==> src/rtl/cik_pkg.sv <==
package cik_pkg;

  // Operation codes sent to the EEPROM master
  typedef enum logic [1:0] {
    OP_READ  = 2'd0,
    OP_WRITE = 2'd1,
    OP_WEN   = 2'd2,
    OP_WDIS  = 2'd3
  } nv_op_e;

  typedef enum logic [3:0] {
    ST_RD_REQ,
    ST_RD_WAIT,
    ST_JUDGE,
    ST_SUM,
    ST_WEN_REQ,
    ST_WEN_WAIT,
    ST_CMP,
    ST_WR_REQ,
    ST_WR_WAIT,
    ST_WDS_REQ,
    ST_WDS_WAIT,
    ST_DONE
  } seq_state_e;

endpackage

==> src/rtl/cik_defaults.sv <==
module cik_defaults #(
  parameter int              WORDS     = 32,
  parameter int              DW        = 16,
  parameter int              SIG_IDX   = 0,
  parameter logic [DW-1:0]   SIG_VALUE = 16'hC0F1,
  parameter logic [DW-1:0]   BASE      = 16'h1234,
  parameter logic [DW-1:0]   STEP      = 16'h0F0F,
  localparam int             AW        = $clog2(WORDS)
) (
  input  logic [AW-1:0] idx,
  output logic [DW-1:0] word
);

  logic [DW-1:0] tbl [WORDS];

  // Default words are generated arithmetically; the checksum slot is
  // supplied by the sequencer, so its table entry is zero.
  for (genvar g = 0; g < WORDS; g++) begin : g_word
    if (g == SIG_IDX) begin : g_sig
      assign tbl[g] = SIG_VALUE;
    end else if (g == WORDS - 1) begin : g_ck
      assign tbl[g] = '0;
    end else begin : g_lin
      assign tbl[g] = BASE + DW'(g) * STEP;
    end
  end

  assign word = tbl[idx];

endmodule

==> src/rtl/cik_accum.sv <==
module cik_accum #(
  parameter int DW = 16
) (
  input  logic          clk,
  input  logic          rst_n,
  input  logic          clr,
  input  logic          add,
  input  logic [DW-1:0] opnd,
  output logic [DW-1:0] sum
);

  always_ff @(posedge clk or negedge rst_n) begin
    if (!rst_n)   sum <= '0;
    else if (clr) sum <= '0;
    else if (add) sum <= sum + opnd;
  end

endmodule

==> src/rtl/cik_store.sv <==
module cik_store #(
  parameter int  WORDS = 32,
  parameter int  DW    = 16,
  localparam int AW    = $clog2(WORDS)
) (
  input  logic          clk,
  input  logic          rst_n,
  input  logic          we,
  input  logic [AW-1:0] waddr,
  input  logic [DW-1:0] wdata,
  input  logic [AW-1:0] raddr,
  output logic [DW-1:0] rdata,
  input  logic [AW-1:0] cfg_addr,
  output logic [DW-1:0] cfg_data
);

  logic [DW-1:0] word_q [WORDS];

  always_ff @(posedge clk or negedge rst_n) begin
    if (!rst_n) begin
      for (int i = 0; i < WORDS; i++) word_q[i] <= '0;
    end else if (we) begin
      word_q[waddr] <= wdata;
    end
  end

  assign rdata    = word_q[raddr];
  assign cfg_data = word_q[cfg_addr];

endmodule

==> src/rtl/cik_seq.sv <==
module cik_seq
  import cik_pkg::*;
#(
  parameter int            WORDS     = 32,
  parameter int            DW        = 16,
  parameter int            SIG_IDX   = 0,
  parameter logic [DW-1:0] SIG_VALUE = 16'hC0F1,
  localparam int           AW        = $clog2(WORDS)
) (
  input  logic          clk,
  input  logic          rst_n,
  output logic          req_valid,
  input  logic          req_ready,
  output nv_op_e        req_op,
  output logic [AW-1:0] req_addr,
  output logic [DW-1:0] req_data,
  input  logic          rsp_valid,
  input  logic [DW-1:0] rsp_data,
  output logic          rf_we,
  output logic [AW-1:0] rf_addr,
  output logic [DW-1:0] rf_wdata,
  input  logic [DW-1:0] rf_rdata,
  output logic          acc_clr,
  output logic          acc_add,
  output logic [DW-1:0] acc_in,
  input  logic [DW-1:0] acc_sum,
  input  logic [DW-1:0] dflt_word,
  output logic          done,
  output logic          valid,
  output logic          repaired
);

  localparam logic [AW-1:0] LAST_A = AW'(WORDS - 1);
  localparam logic [AW-1:0] SUML_A = AW'(WORDS - 2);
  localparam logic [AW-1:0] SIG_A  = AW'(SIG_IDX);

  seq_state_e    st;
  logic [AW-1:0] idx;
  logic          sig_ok, ck_ok, wen_seen;
  logic          last, sum_last, differ;
  logic [DW-1:0] dw_cur;

  assign last     = (idx == LAST_A);
  assign sum_last = (idx == SUML_A);
  assign dw_cur   = last ? acc_sum : dflt_word;
  assign differ   = (dw_cur != rf_rdata);
  assign rf_addr  = idx;

  always_comb begin
    req_valid = 1'b0;
    req_op    = OP_READ;
    req_addr  = idx;
    req_data  = '0;
    unique case (st)
      ST_RD_REQ:  req_valid = 1'b1;
      ST_WEN_REQ: begin req_valid = 1'b1; req_op = OP_WEN;  req_addr = '0; end
      ST_WR_REQ:  begin req_valid = 1'b1; req_op = OP_WRITE; req_data = dw_cur; end
      ST_WDS_REQ: begin req_valid = 1'b1; req_op = OP_WDIS; req_addr = '0; end
      default: ;
    endcase
  end

  always_comb begin
    acc_clr  = (st == ST_JUDGE);
    acc_add  = 1'b0;
    acc_in   = dflt_word;
    rf_we    = 1'b0;
    rf_wdata = dw_cur;
    unique case (st)
      ST_RD_WAIT: begin
        acc_add  = rsp_valid && !last;
        acc_in   = rsp_data;
        rf_we    = rsp_valid;
        rf_wdata = rsp_data;
      end
      ST_SUM:     acc_add = 1'b1;
      ST_CMP:     rf_we = !differ;
      ST_WR_WAIT: rf_we = rsp_valid;
      default: ;
    endcase
  end

  always_ff @(posedge clk or negedge rst_n) begin
    if (!rst_n) begin
      st       <= ST_RD_REQ;
      idx      <= '0;
      sig_ok   <= 1'b0;
      ck_ok    <= 1'b0;
      wen_seen <= 1'b0;
      done     <= 1'b0;
      valid    <= 1'b0;
      repaired <= 1'b0;
    end else begin
      unique case (st)
        ST_RD_REQ: if (req_ready) st <= ST_RD_WAIT;
        ST_RD_WAIT: if (rsp_valid) begin
          if (idx == SIG_A) sig_ok <= (rsp_data == SIG_VALUE);
          if (last) begin
            ck_ok <= (rsp_data == acc_sum);
            st    <= ST_JUDGE;
          end else begin
            idx <= idx + AW'(1);
            st  <= ST_RD_REQ;
          end
        end
        ST_JUDGE: begin
          if (sig_ok && ck_ok) begin
            valid <= 1'b1;
            done  <= 1'b1;
            st    <= ST_DONE;
          end else begin
            idx <= '0;
            st  <= ST_SUM;
          end
        end
        ST_SUM: begin
          if (sum_last) begin
            idx <= '0;
            st  <= ST_WEN_REQ;
          end else begin
            idx <= idx + AW'(1);
          end
        end
        ST_WEN_REQ: if (req_ready) st <= ST_WEN_WAIT;
        ST_WEN_WAIT: if (rsp_valid) begin
          wen_seen <= 1'b1;
          st       <= ST_CMP;
        end
        ST_CMP: begin
          if (differ)    st <= ST_WR_REQ;
          else if (last) st <= ST_WDS_REQ;
          else           idx <= idx + AW'(1);
        end
        ST_WR_REQ: if (req_ready) st <= ST_WR_WAIT;
        ST_WR_WAIT: if (rsp_valid) begin
          if (last) st <= ST_WDS_REQ;
          else begin
            idx <= idx + AW'(1);
            st  <= ST_CMP;
          end
        end
        ST_WDS_REQ: if (req_ready) st <= ST_WDS_WAIT;
        ST_WDS_WAIT: if (rsp_valid) begin
          wen_seen <= 1'b0;
          done     <= 1'b1;
          repaired <= 1'b1;
          st       <= ST_DONE;
        end
        default: st <= ST_DONE;
      endcase
    end
  end


  req_hold_chk: assert property (@(posedge clk) disable iff (!rst_n)
    (req_valid && !req_ready) |=>
      (req_valid && $stable(req_op) && $stable(req_addr) && $stable(req_data)));


  single_outstanding_chk: assert property (@(posedge clk) disable iff (!rst_n)
    rsp_valid |-> !req_valid);


  write_enabled_chk: assert property (@(posedge clk) disable iff (!rst_n)
    (req_valid && req_op == OP_WRITE) |-> wen_seen);


  done_sticky_chk: assert property (@(posedge clk) disable iff (!rst_n)
    done |=> (done && $stable(valid) && $stable(repaired)));


  quiet_after_done_chk: assert property (@(posedge clk) disable iff (!rst_n)
    done |-> !req_valid);


  flag_excl_chk: assert property (@(posedge clk) disable iff (!rst_n)
    (valid || repaired) |-> (done && !(valid && repaired)));

endmodule

==> src/rtl/cfg_image_keeper.sv <==
module cfg_image_keeper
  import cik_pkg::*;
#(
  parameter int            WORDS     = 32,
  parameter int            DW        = 16,
  parameter int            SIG_IDX   = 0,
  parameter logic [DW-1:0] SIG_VALUE = 16'hC0F1,
  parameter logic [DW-1:0] DFLT_BASE = 16'h1234,
  parameter logic [DW-1:0] DFLT_STEP = 16'h0F0F,
  localparam int           AW        = $clog2(WORDS)
) (
  input  logic          clk,
  input  logic          rst_n,
  output logic          req_valid,
  input  logic          req_ready,
  output logic [1:0]    req_op,
  output logic [AW-1:0] req_addr,
  output logic [DW-1:0] req_data,
  input  logic          rsp_valid,
  input  logic [DW-1:0] rsp_data,
  input  logic [AW-1:0] cfg_addr,
  output logic [DW-1:0] cfg_data,
  output logic          done,
  output logic          valid,
  output logic          repaired
);

  nv_op_e        op_e;
  logic          rf_we;
  logic [AW-1:0] rf_addr;
  logic [DW-1:0] rf_wdata, rf_rdata;
  logic          acc_clr, acc_add;
  logic [DW-1:0] acc_in, acc_sum, dflt_word;

  assign req_op = op_e;

  cik_seq #(
    .WORDS(WORDS), .DW(DW), .SIG_IDX(SIG_IDX), .SIG_VALUE(SIG_VALUE)
  ) u_seq (
    .clk(clk), .rst_n(rst_n),
    .req_valid(req_valid), .req_ready(req_ready), .req_op(op_e),
    .req_addr(req_addr), .req_data(req_data),
    .rsp_valid(rsp_valid), .rsp_data(rsp_data),
    .rf_we(rf_we), .rf_addr(rf_addr), .rf_wdata(rf_wdata), .rf_rdata(rf_rdata),
    .acc_clr(acc_clr), .acc_add(acc_add), .acc_in(acc_in), .acc_sum(acc_sum),
    .dflt_word(dflt_word),
    .done(done), .valid(valid), .repaired(repaired)
  );

  cik_store #(.WORDS(WORDS), .DW(DW)) u_store (
    .clk(clk), .rst_n(rst_n),
    .we(rf_we), .waddr(rf_addr), .wdata(rf_wdata),
    .raddr(rf_addr), .rdata(rf_rdata),
    .cfg_addr(cfg_addr), .cfg_data(cfg_data)
  );

  cik_accum #(.DW(DW)) u_accum (
    .clk(clk), .rst_n(rst_n),
    .clr(acc_clr), .add(acc_add), .opnd(acc_in), .sum(acc_sum)
  );

  cik_defaults #(
    .WORDS(WORDS), .DW(DW), .SIG_IDX(SIG_IDX), .SIG_VALUE(SIG_VALUE),
    .BASE(DFLT_BASE), .STEP(DFLT_STEP)
  ) u_dflt (
    .idx(rf_addr), .word(dflt_word)
  );

endmodule

==> config.mk <==
export PLATFORM = sky130hd
export DESIGN_NAME = cfg_image_keeper
export DESIGN_NICKNAME = d
export VERILOG_FILES = /design/src/rtl/cik_pkg.sv /design/src/rtl/cik_defaults.sv /design/src/rtl/cik_accum.sv /design/src/rtl/cik_store.sv /design/src/rtl/cik_seq.sv /design/src/rtl/cfg_image_keeper.sv
export SDC_FILE = /design/constraint.sdc
export NUM_CORES = 1
export LEC_CHECK = 0
export BUFFER_PORTS_ARGS = -buffer_cell sky130_fd_sc_hd__clkbuf_2
export CAP_MARGIN = 40
export CORE_MARGIN = 5
export CORE_UTILIZATION = 28
export DETAILED_ROUTE_END_ITERATION = 16
export SYNTH_ARGS = -nofsm -noshare
export SYNTH_HDL_FRONTEND = slang
export SYNTH_HIERARCHICAL = 1
export SYNTH_SLANG_ARGS = --single-unit
==> constraint.sdc <==
create_clock -name clk -period 4.9 [get_ports clk]
set_clock_uncertainty 0.15 [all_clocks]
set_input_delay 0.98 -clock clk [delete_from_list [all_inputs] [get_ports clk]]
set_output_delay 0.98 -clock clk [all_outputs]
set_load 0.02 [all_outputs]
# --- Yosys cells after proc, flatten, opt, wreduce, memory -nomap -nowiden ---
# Memory sizes are Yosys's and may differ from the RTL's.
# Index checks and enable logic that the tools add are counted.
# W data, S select, Z words.
word_totals:
  regBits: 542
  romBits: 512
  elab_cells: 143
  memories: 1
  in_bits: 25
memory_table:
  columns: ["name", "words", "width", "rd", "rd_clocked_by_memory_dff", "write_ports", "line", "rtl"]
  rows:
  - ["(name not given)", 32, 16, 1, 0, 0, "cik_defaults.sv:28", "assign word = tbl[idx];"]
classes:
  reduce_logical: 20
  eq_ne: 29
  order_cmp: 3
  muxes: 46
  n_addsub: 2
  bitwise_logic: 2
ops:
  columns: ["op", "n"]
  rows:
  - ["$bwmux W512", 1]
  - ["$mux W16", 13]
  - ["$bmux W16 S5", 2]
  - ["$demux W16 S5", 1]
  - ["$mux W4", 13]
  - ["$pmux W4 S11", 1]
  - ["$mux W5", 6]
  - ["$ne A2 B2 Y1 const B", 10]
  - ["$pmux W5 S4", 1]
  - ["$add A16 B16 Y16", 1]
  - ["$eq A16 B16 Y1", 1]
  - ["$eq A16 B16 Y1 const B", 1]
  - ["$eq A4 B3 Y1 const B", 4]
  - ["$ne A16 B16 Y1", 1]
  - ["$eq A4 B4 Y1 const B", 3]
  - ["$ge A6 B6 Y1 const B", 2]
  - ["$not A5 Y6", 2]
  - ["$eq A5 B5 Y1 const B", 2]
  - ["$reduce_and A10 Y1", 1]
  - ["$reduce_and A3 Y1", 3]
  - ["$eq A4 B2 Y1 const B", 2]
  - ["$lt A6 B1 Y1 const B", 1]
  - ["$ne A2 B1 Y1 const B", 3]
  - ["$pmux W1 S2", 3]
  - ["other kinds (16)", 24]

# --- Depth between registers and ports, before layout ---
# Gate-level depths: netlist of the first run.
depth:
  ltp_word: 8
  ltp_mapped: 19
  ltp_nobuf: 16

# --- Hierarchy ---
# The synthesis of the first run kept the hierarchy.
by_module_without_submodules:
  columns: ["mod", "area_per_inst_um2", "n_inst", "cells_each"]
  rows:
  - ["cik_store", 28322.2, 1, 2299]
  - ["cik_seq", 2064.5, 1, 306]
  - ["cik_accum", 1463.9, 1, 154]
  - ["cik_defaults", 635.6, 1, 94]

# --- Least setup slack after synthesis of the first run ---
# OpenSTA, ideal clock, no wires.
synth_timing:
  kind: "flip-flop to flip-flop"
  from: "register u_seq.idx[1] (netlist: u_seq/rf_addr[1])"
  to: "register u_store/word_q[10] (netlist bit)"
  stages_incl_launch_ff: 18
  arrival_ps: 4471
  t_required_ps: 4625
  setup_slack_ps: 155
  n_path_buf: 5
  setup_ps: 125
  synth_period_minus_slack_ps: 4745
  cell_sequence: "dfrtp_1 -> buf_2 -> buf_4 -> buf_2 -> buf_2 -> mux2i_1 -> nand2_1 -> a31oi_1 -> nand3_1 -> xor2_1 -> nand4_1 -> nor4_4 -> nand3_1 -> o21ai_0 -> nand3_1 -> nor2_2 -> buf_6 -> mux2_2"
synth_rtl:
  columns: ["element", "line", "rtl"]
  rows:
  - ["start: declaration", "cik_seq.sv:38", "logic [AW-1:0] idx;"]
  - ["start signal: assignment", "cik_seq.sv:102", "idx <= idx + AW'(1);"]
  - ["start signal: assignment", "cik_seq.sv:121", "idx <= idx + AW'(1);"]
  - ["start signal: assignment", "cik_seq.sv:132", "else idx <= idx + AW'(1);"]
  - ["$not A5 Y6 (not written as such)", "cik_store.sv:27", "assign rdata = word_q[raddr];"]
  - ["$bmux W16 S5", "cik_store.sv:27", null]
  - ["$mux W16 (not written as such) (2 in series)", "cik_store.sv:27", null]
  - ["named net rf_rdata[14]", "cfg_image_keeper.sv:31", "logic [DW-1:0] rf_wdata, rf_rdata;"]
  - ["$ne A16 B16 Y1", "cik_seq.sv:46", "assign differ = (dw_cur != rf_rdata);"]
  - ["$logic_not A1 Y1", "cik_seq.sv:77", "ST_CMP: rf_we = !differ;"]
  - ["$pmux W1 S2", "cik_seq.sv:69", "unique case (st)"]
  - ["named net rf_we", "cfg_image_keeper.sv:29", "logic rf_we;"]
  - ["end signal: indexed assignment", "cik_store.sv:23", "word_q[waddr] <= wdata;"]
  - ["end: declaration", "cik_store.sv:17", "logic [DW-1:0] word_q [WORDS];"]
# The timed path passes the listed nets, and every way through them passes these cells. The select of a mux whose other input is x is not followed.
# A chain may end at the register's enable or synchronous reset.

# --- Worst setup path after layout of the first run ---
layout_timing:
  from: "register u_seq.idx[1] (netlist: u_seq/rf_addr[1])"
  to: "register u_store/word_q[114] (netlist bit)"
# The elaborated chain is that of the path after synthesis.

==> results of run 1 <==
[what timing repair did]
item | CTS | global route
setup buffers | 7 | 0
setup endpoints to repair | 512 | 234
gates resized for setup | 21 | 16
cloned | 2 | 0
pin swaps | 2 | 2
[worst max-delay path: cells and delay by family, from the launching register on]
family | cells | cell delay, ns
buffers and inverters | 6 | 1.17
AND/OR/NAND/NOR | 7 | 1.66
multiplexers | 2 | 0.44
flip-flops | 1 | 0.50
AO/OA/AOI/OAI | 3 | 0.57
XOR/XNOR | 1 | 0.15
[layout make-up]
cell class	count	area, um2
fillers	11600	77000
well taps	1524	1910
flip-flops and latches	542	13600
diodes	2	5.00
clock inverters	27	368
multi-input cells	2044	17900
repair buffers	296	3190
clock buffers	84	1740
inverters	17	63.8
[flip-flops by register name, summed over array words and instances, names as in the netlist]
register	cells
u_seq/ck_ok	1
u_seq/done	1
u_seq/sig_ok	1
u_seq/repaired	1
u_accum/sum	16
u_seq/st	4
u_store/word_q	512
u_seq/valid	1
u_seq/rf_addr	5
[cells by family after synthesis]
family | count (synthesis) | synth area share, %
simple gates | 487 | 7.87
fa+ha+maj | 29 | 1.14
mux | 1058 | 34.6
flops | 542 | 41.8
xor+xnor | 44 | 1.19
compound gates | 426 | 9.22
buf+inv | 267 | 4.25
[metal layers]
metal | share of wire [%] | vias up | wire length (um)
met5 | 0 | - | 0
met4 | 2.9 | 0 | 3140
met3 | 6.7 | 157 | 7240
met2 | 45 | 803 | 48600
met1 | 46 | 12600 | 49300
li1 | - | 10800 | -
[cells in the mapped netlist (15+ instances only)]
cell / n
a22o_1: 68
a21o_1: 16
nor2_1: 72
buf_2: 86
nand4_1: 43
nor2b_1: 18
a21oi_1: 109
nand3_1: 77
inv_1: 16
clkbuf_1: 105
a31oi_1: 37
mux2_2: 505
nand2_2: 16
dfrtp_1: 542
buf_4: 36
nor3_1: 36
xor2_1: 38
nand2_1: 148
buf_6: 15
ha_1: 28
a22oi_1: 131
mux2i_1: 543
o21ai_0: 19
[worst max path at each step]
stage | start | to
3_3_place_gp | u_seq/rf_addr[0] | u_store/word_q[176]
4_1_cts | u_seq/rf_addr[1] | u_store/word_q[48]
6_report | u_seq/rf_addr[1] | u_store/word_q[114]
3_5_place_dp | u_seq/rf_addr[0] | u_store/word_q[184]
2_1_floorplan | u_seq/rf_addr[1] | u_store/word_q[10]
5_1_grt | u_seq/rf_addr[1] | u_store/word_q[116]
[per-stage QoR]
step | worst slack, ns | TNS, ns | hold slack [ns] | util [%] | area [um2]
global route | -0.0627 | -1.75 | 0.300 | 33.5 | 38800
CTS | 0.00770 | 0 | 0.262 | 33.4 | 38700
floorplan | 0.155 | 0 | 0.294 | - | 32500
global placement | -0.467 | -119.64 | 0.312 | 31.2 | 36100
finish | 0.0559 | 0 | 0.251 | 33.5 | 38800
detailed placement | -0.556 | -148.56 | 0.320 | 31.4 | 36300
[placed cells by master (no fill, tap or decap), drive strengths merged, types with 8 or more instances in the layout]
cell | synthesis | routed
ha | 28 | 28
nor2b | 18 | 18
clkinv | 0 | 15
buf | 143 | 229
and3 | 10 | 10
mux2i | 543 | 543
xor2 | 38 | 38
a22o | 68 | 68
a21oi | 114 | 114
nand3 | 78 | 78
dfrtp | 542 | 542
a31oi | 37 | 37
a22oi | 131 | 131
nand2b | 12 | 12
a211oi | 8 | 8
clkbuf | 107 | 149
nand4 | 43 | 43
nor2 | 88 | 88
mux2 | 515 | 515
a21o | 16 | 16
o21ai | 20 | 20
nand2 | 164 | 164
nor3 | 37 | 37
inv | 17 | 19
[report_power, final]
group	internal [W]	total, W	switching [W]
logic	0.00245	0.00638	0.00392
registers	0.00488	0.00523	0.000348
clock network	0.00286	0.00485	0.00199
total	0.0102	0.0164	0.00626
==> flow_summary_export.csv, run 1 <==
group,metric,value,unit
power_and_ir_drop,finalPower,0.0164,W
setup_path,cp.required,5.26,ns
setup_path,reg2reg_from,"u_seq/rf_addr[1]",
route,drtPass1Iterations,5,
yosys,syn_area,0.0325,mm2
floorplanning,die_h,351,um
floorplanning,num_rows,125,
floorplanning,io_pins,68,
hold_path,hold_class,"in -> async",
setup_path,slowest_delay,0.50,ns
yosys,synth-edff-count,0,
setup_path,worstReg2RegEnd,"u_store/word_q[114]",
sta,min_period,4.84,ns
global_routing,met1_usage,24.2,%
global_routing,grt_pass1_wl,162000,um
clocking,cts_tree,"built",
setup_path,r2r_setup_slack,0.06,ns
power_and_ir_drop,leakage,17.6,nW
floorplanning,initial_utilization,28.1,%
setup_path,path_common_cell,"buf_12",
sta,relSlewSlack,41.9,%
yosys,synth_top_area_share,41.8,%
clocking,cts_inserted_buffers,61,
clocking,clk_pin_slew_worst_paths,0.06,ns
yosys,synth_cell_types,82,
outcome,status,"complete, no violations",
clocking,ctsHoldBuffers,0,
yosys,yosys.area.top_type,"dfrtp_1",
final_layout,stdcell_count,4536,
global_routing,grt_pass1_vias,24300,
global_routing,busiest_layer,"met2",
yosys,synth_area_leaders,"dfrtp_1, mux2_2, mux2i_1",
yosys,yosys_warnings,6,
yosys,mappedNetlistNets,2907,
route,routed_wl,108000,um
route,vias,24400,
sta,hold_viol_final,0,
placed_design,io_buffers,67,
floorplanning,fp.dieW,351,um
global_routing,overflow,0,
placed_design,place.gp.congestion,0.879,
sta,fmax,206,MHz
clocking,cts-root-buf,"clkbuf_16",
setup_path,crit_path_cell_trace,"buf_12 > buf_12 > mux2i_1 > a22o_1 > nor3_1 > a31oi_4 > nand3_4 > xor2_1 > nand4_1 > buf_4 > nor4_4 > nand3_1 > o21ai_2 > buf_4 > or3b_1 > buf_12 > nor2_8 > buf_12 > mux2_2",
route,first_iter_violations,2268,
flow_run,cap_violations,0,
yosys,avgSynthCellArea,11.4,um2
clocking,cts_buffer_depth,3,
final_layout,syn_to_final_growth,19.4,%
clocking,htreeDepth,2,
global_routing,antenna_found_initial,2,
sta,finalCritPeriodShare,98.9,%
setup_path,crit_path_start_kind,"flip-flop",
setup_path,cp-end-kind,"flip-flop",
placed_design,dp_cells,4414,
global_routing,grt_max_degree,101,
yosys,syn_inst,2853,
sta,tightest_slew,0.870,ns
clocking,clk_latency,0.67,ns
setup_path,r2r_cells,19,
yosys,synth_seq_area_share,41.8,%
final_layout,fin_nets,3016,
global_routing,met2_usage,26.8,%
power_and_ir_drop,irDropWorstVdd,251,uV
sta,drv_slew,0,
setup_path,crit_type,"reg -> reg",
route,ant_nets,0,
floorplanning,coreArea,0.116,mm2
global_routing,grt.total_usage,17.1,%
global_routing,grt_use_met3,3.06,%
clocking,clock_sink_count,542,
yosys,synth-seq-cells,542,
placed_design,place_hpwl,72600,um
setup_path,critPathMaxFanout,26,
floorplanning,die-area,0.123,mm2
setup_path,crit_arrival,5.20,ns
route,wl_per_cell,23.9,um
yosys,synthFlopType,"dfrtp_1",
route,drc,0,
power_and_ir_drop,power.density,424,mW/mm2
yosys,ys_async_sr_fraction,100,%
final_layout,drive_gt1_share,33.9,%
setup_path,cp_slowest_cell,"dfrtp_4",
sta,setup_viol,0,
route,viasPerCell,5.37,
(Power assumes the default switching activity.)
==> inputs of run 2 (changes only) <==
--- a/config.mk
+++ b/config.mk
@@ -7,9 +7,12 @@
 export LEC_CHECK = 0
 export BUFFER_PORTS_ARGS = -buffer_cell sky130_fd_sc_hd__clkbuf_2
 export CAP_MARGIN = 40
+export CELL_PAD_IN_SITES_DETAIL_PLACEMENT = 1
+export CELL_PAD_IN_SITES_GLOBAL_PLACEMENT = 1
 export CORE_MARGIN = 5
 export CORE_UTILIZATION = 28
 export DETAILED_ROUTE_END_ITERATION = 16
+export PLACE_DENSITY_LB_ADDON = 0.1
 export SYNTH_ARGS = -nofsm -noshare
 export SYNTH_HDL_FRONTEND = slang
 export SYNTH_HIERARCHICAL = 1
==> run 2 against run 1 <==
  * Worst hold slack got worse by 0.057 ns
  * Routed wire length rose by 25%
  * Clock-buffer cell count is 18 higher
  * Global-route usage increased by 4.6 points
  * Combinational power rose by 8.8%
  * First-iteration DRC count shrank 44%
  * Largest cell class unchanged
  * Highest routed layer unchanged
==> flow_summary_export.csv, run 2 (synthesis gave the netlist of run 1 again) <==
group,metric,value,unit
hold_path,hold_class,"in -> async",
floorplanning,initial_utilization,28.1,%
final_layout,fin_nets,3083,
route,wl_per_cell,29.5,um
setup_path,crit_path_start_kind,"flip-flop",
final_layout,stdcell_count,4606,
final_layout,layout_commonest_cell,"mux2i_1",
route,drc,0,
floorplanning,io_pins,68,
setup_path,crit_arrival,5.17,ns
final_layout,final_cell_mix,"mux2i_1, dfrtp_1, mux2_2",
floorplanning,num_rows,125,
global_routing,overflow,0,
placed_design,place.gp.congestion,0.805,
clocking,cts_inserted_buffers,73,
sta,grt_setup_unrepaired,"yes",
sta,min_period,4.79,ns
clocking,cts_tree,"built",
sta,drv_slew,0,
route,drtPass1Iterations,7,
floorplanning,die_h,351,um
clocking,clk_pin_slew_worst_paths,0.06,ns
route,first_iter_violations,1263,
global_routing,grt_pass1_wl,196000,um
setup_path,cp.required,5.29,ns
global_routing,antenna_found_initial,3,
clocking,cts-root-buf,"clkbuf_16",
clocking,clk_latency,0.66,ns
floorplanning,fp.dieW,351,um
final_layout,largest_reg_flops,512,
final_layout,fillCellCount,12400,
sta,whs,0.194,ns
placed_design,dp_cells,4430,
sta,finalCritPeriodShare,97.7,%
setup_path,critPathMaxFanout,12,
final_layout,drive_gt1_share,36.2,%
placed_design,io_buffers,67,
floorplanning,die-area,0.123,mm2
final_layout,syn_to_final_growth,23.7,%
setup_path,crit_type,"reg -> reg",
final_layout,regMostFlops,"u_store/word_q",
global_routing,grt_pass1_vias,26800,
placed_design,pre_cts_slack,-0.671,ns
route,vias,24600,
final_layout,utilization,34.7,%
power_and_ir_drop,leakage,18.3,nW
sta,relSlewSlack,44.9,%
sta,finalWorstSetupSlack,0.112,ns
route,ant_nets,0,
route,viasPerCell,5.34,
sta,tightest_slew,0.825,ns
sta,setup_viol,0,
power_and_ir_drop,finalPower,0.0178,W
outcome,status,"complete, no violations",
final_layout,multi_input_area,0.0181,mm2
flow_run,cap_violations,0,
sta,hold_viol_final,0,
global_routing,grt.total_usage,21.7,%
floorplanning,coreArea,0.116,mm2
final_layout,n_antenna_cell,0,
route,routed_wl,136000,um
clocking,clock_sink_count,542,
setup_path,cp-end-kind,"flip-flop",
power_and_ir_drop,power.density,442,mW/mm2
clocking,cts_buffer_depth,3,
placed_design,place_hpwl,91600,um
setup_path,r2r_setup_slack,0.11,ns
final_layout,area.sequential,0.0136,mm2
sta,fmax,209,MHz
clocking,htreeDepth,3,
global_routing,grt_max_degree,117,
power_and_ir_drop,irDropWorstVdd,209,uV
-- run 2: cell count changes in the layout (fill, tap and decap cells not counted), moves of 5 or more --
cell and change:
buf_4 +21, clkbuf_16 +18, mux2_2 -12, mux2_4 +12, buf_12 +11, nand3_1 -11, nand3_2 +11, buf_16 +7
a31oi_1 +5
-- run 2: layer usage --
layer  track usage [%]  part of all wire (%)
met5                 0                     0
met1              29.5                    47
met4              5.10                   2.2
met2              37.3                    49
met3              2.45                   2.7
-- run 2: power by group --
group / switching (W) / internal, W
logic: 0.00427 / 0.00267
clock network: 0.00221 / 0.00334
registers: 0.000383 / 0.00488
-- run 2: area by class of cell --
type,instances,area share (%)
clock buffers,102,5.27
flip-flops and latches,542,33.8
inverters,17,0.159
repair buffers,351,10.2
well taps,1524,4.74
multi-input cells,2044,45.0
clock inverters,26,0.862
-- run 2: final timing paths --
| kind | startpoint | to | cells past startpoint |
|---|---|---|---|
| min in group clk | u_seq/valid | u_seq/valid | 1 |
| setup reg to reg | u_seq/rf_addr[4] | u_store/word_q[190] | 16 |
| max in group asynchronous | rst_n | u_store/word_q[366] | 2 |
| hold / removal | rst_n | u_store/word_q[241] | 1 |
| hold reg to reg | u_seq/valid | u_seq/valid | 1 |
| setup / recovery | u_seq/rf_addr[4] | u_store/word_q[190] | 16 |
-- run 2: what timing repair did --
item | 4_1_cts | 5_1_grt
pin swaps | 10 | 30
buffers inserted | 4 | 33
cloned | 7 | 5
endpoints found under the setup margin | 512 | 483
resized for setup | 42 | 48
hold buffers | 0 | 0
-- run 2: per-stage QoR --
stage / setup TNS [ns] / instance area [um2]
finish: 0 / 40200
CTS: 0 / 39600
global route: -0.233 / 40200
floorplan: 0 / 32500
global placement: -440.21 / 36400
detailed placement: -266.07 / 36700
-- run 2: critical path, stage by stage (launching register included) --
cell and delay [ns]:
dfrtp_2 0.49, buf_12 0.19, or2_2 0.32, buf_4 0.23, nor3_1 0.49, a31oi_1 0.14, nand3_2 0.27, xor2_1 0.18
nand4_1 0.16, nor4_4 0.31, nand3_1 0.13, o21ai_2 0.20, buf_6 0.16, or3b_4 0.50, nor2_8 0.21, clkbuf_16 0.19
mux2_2 0.33
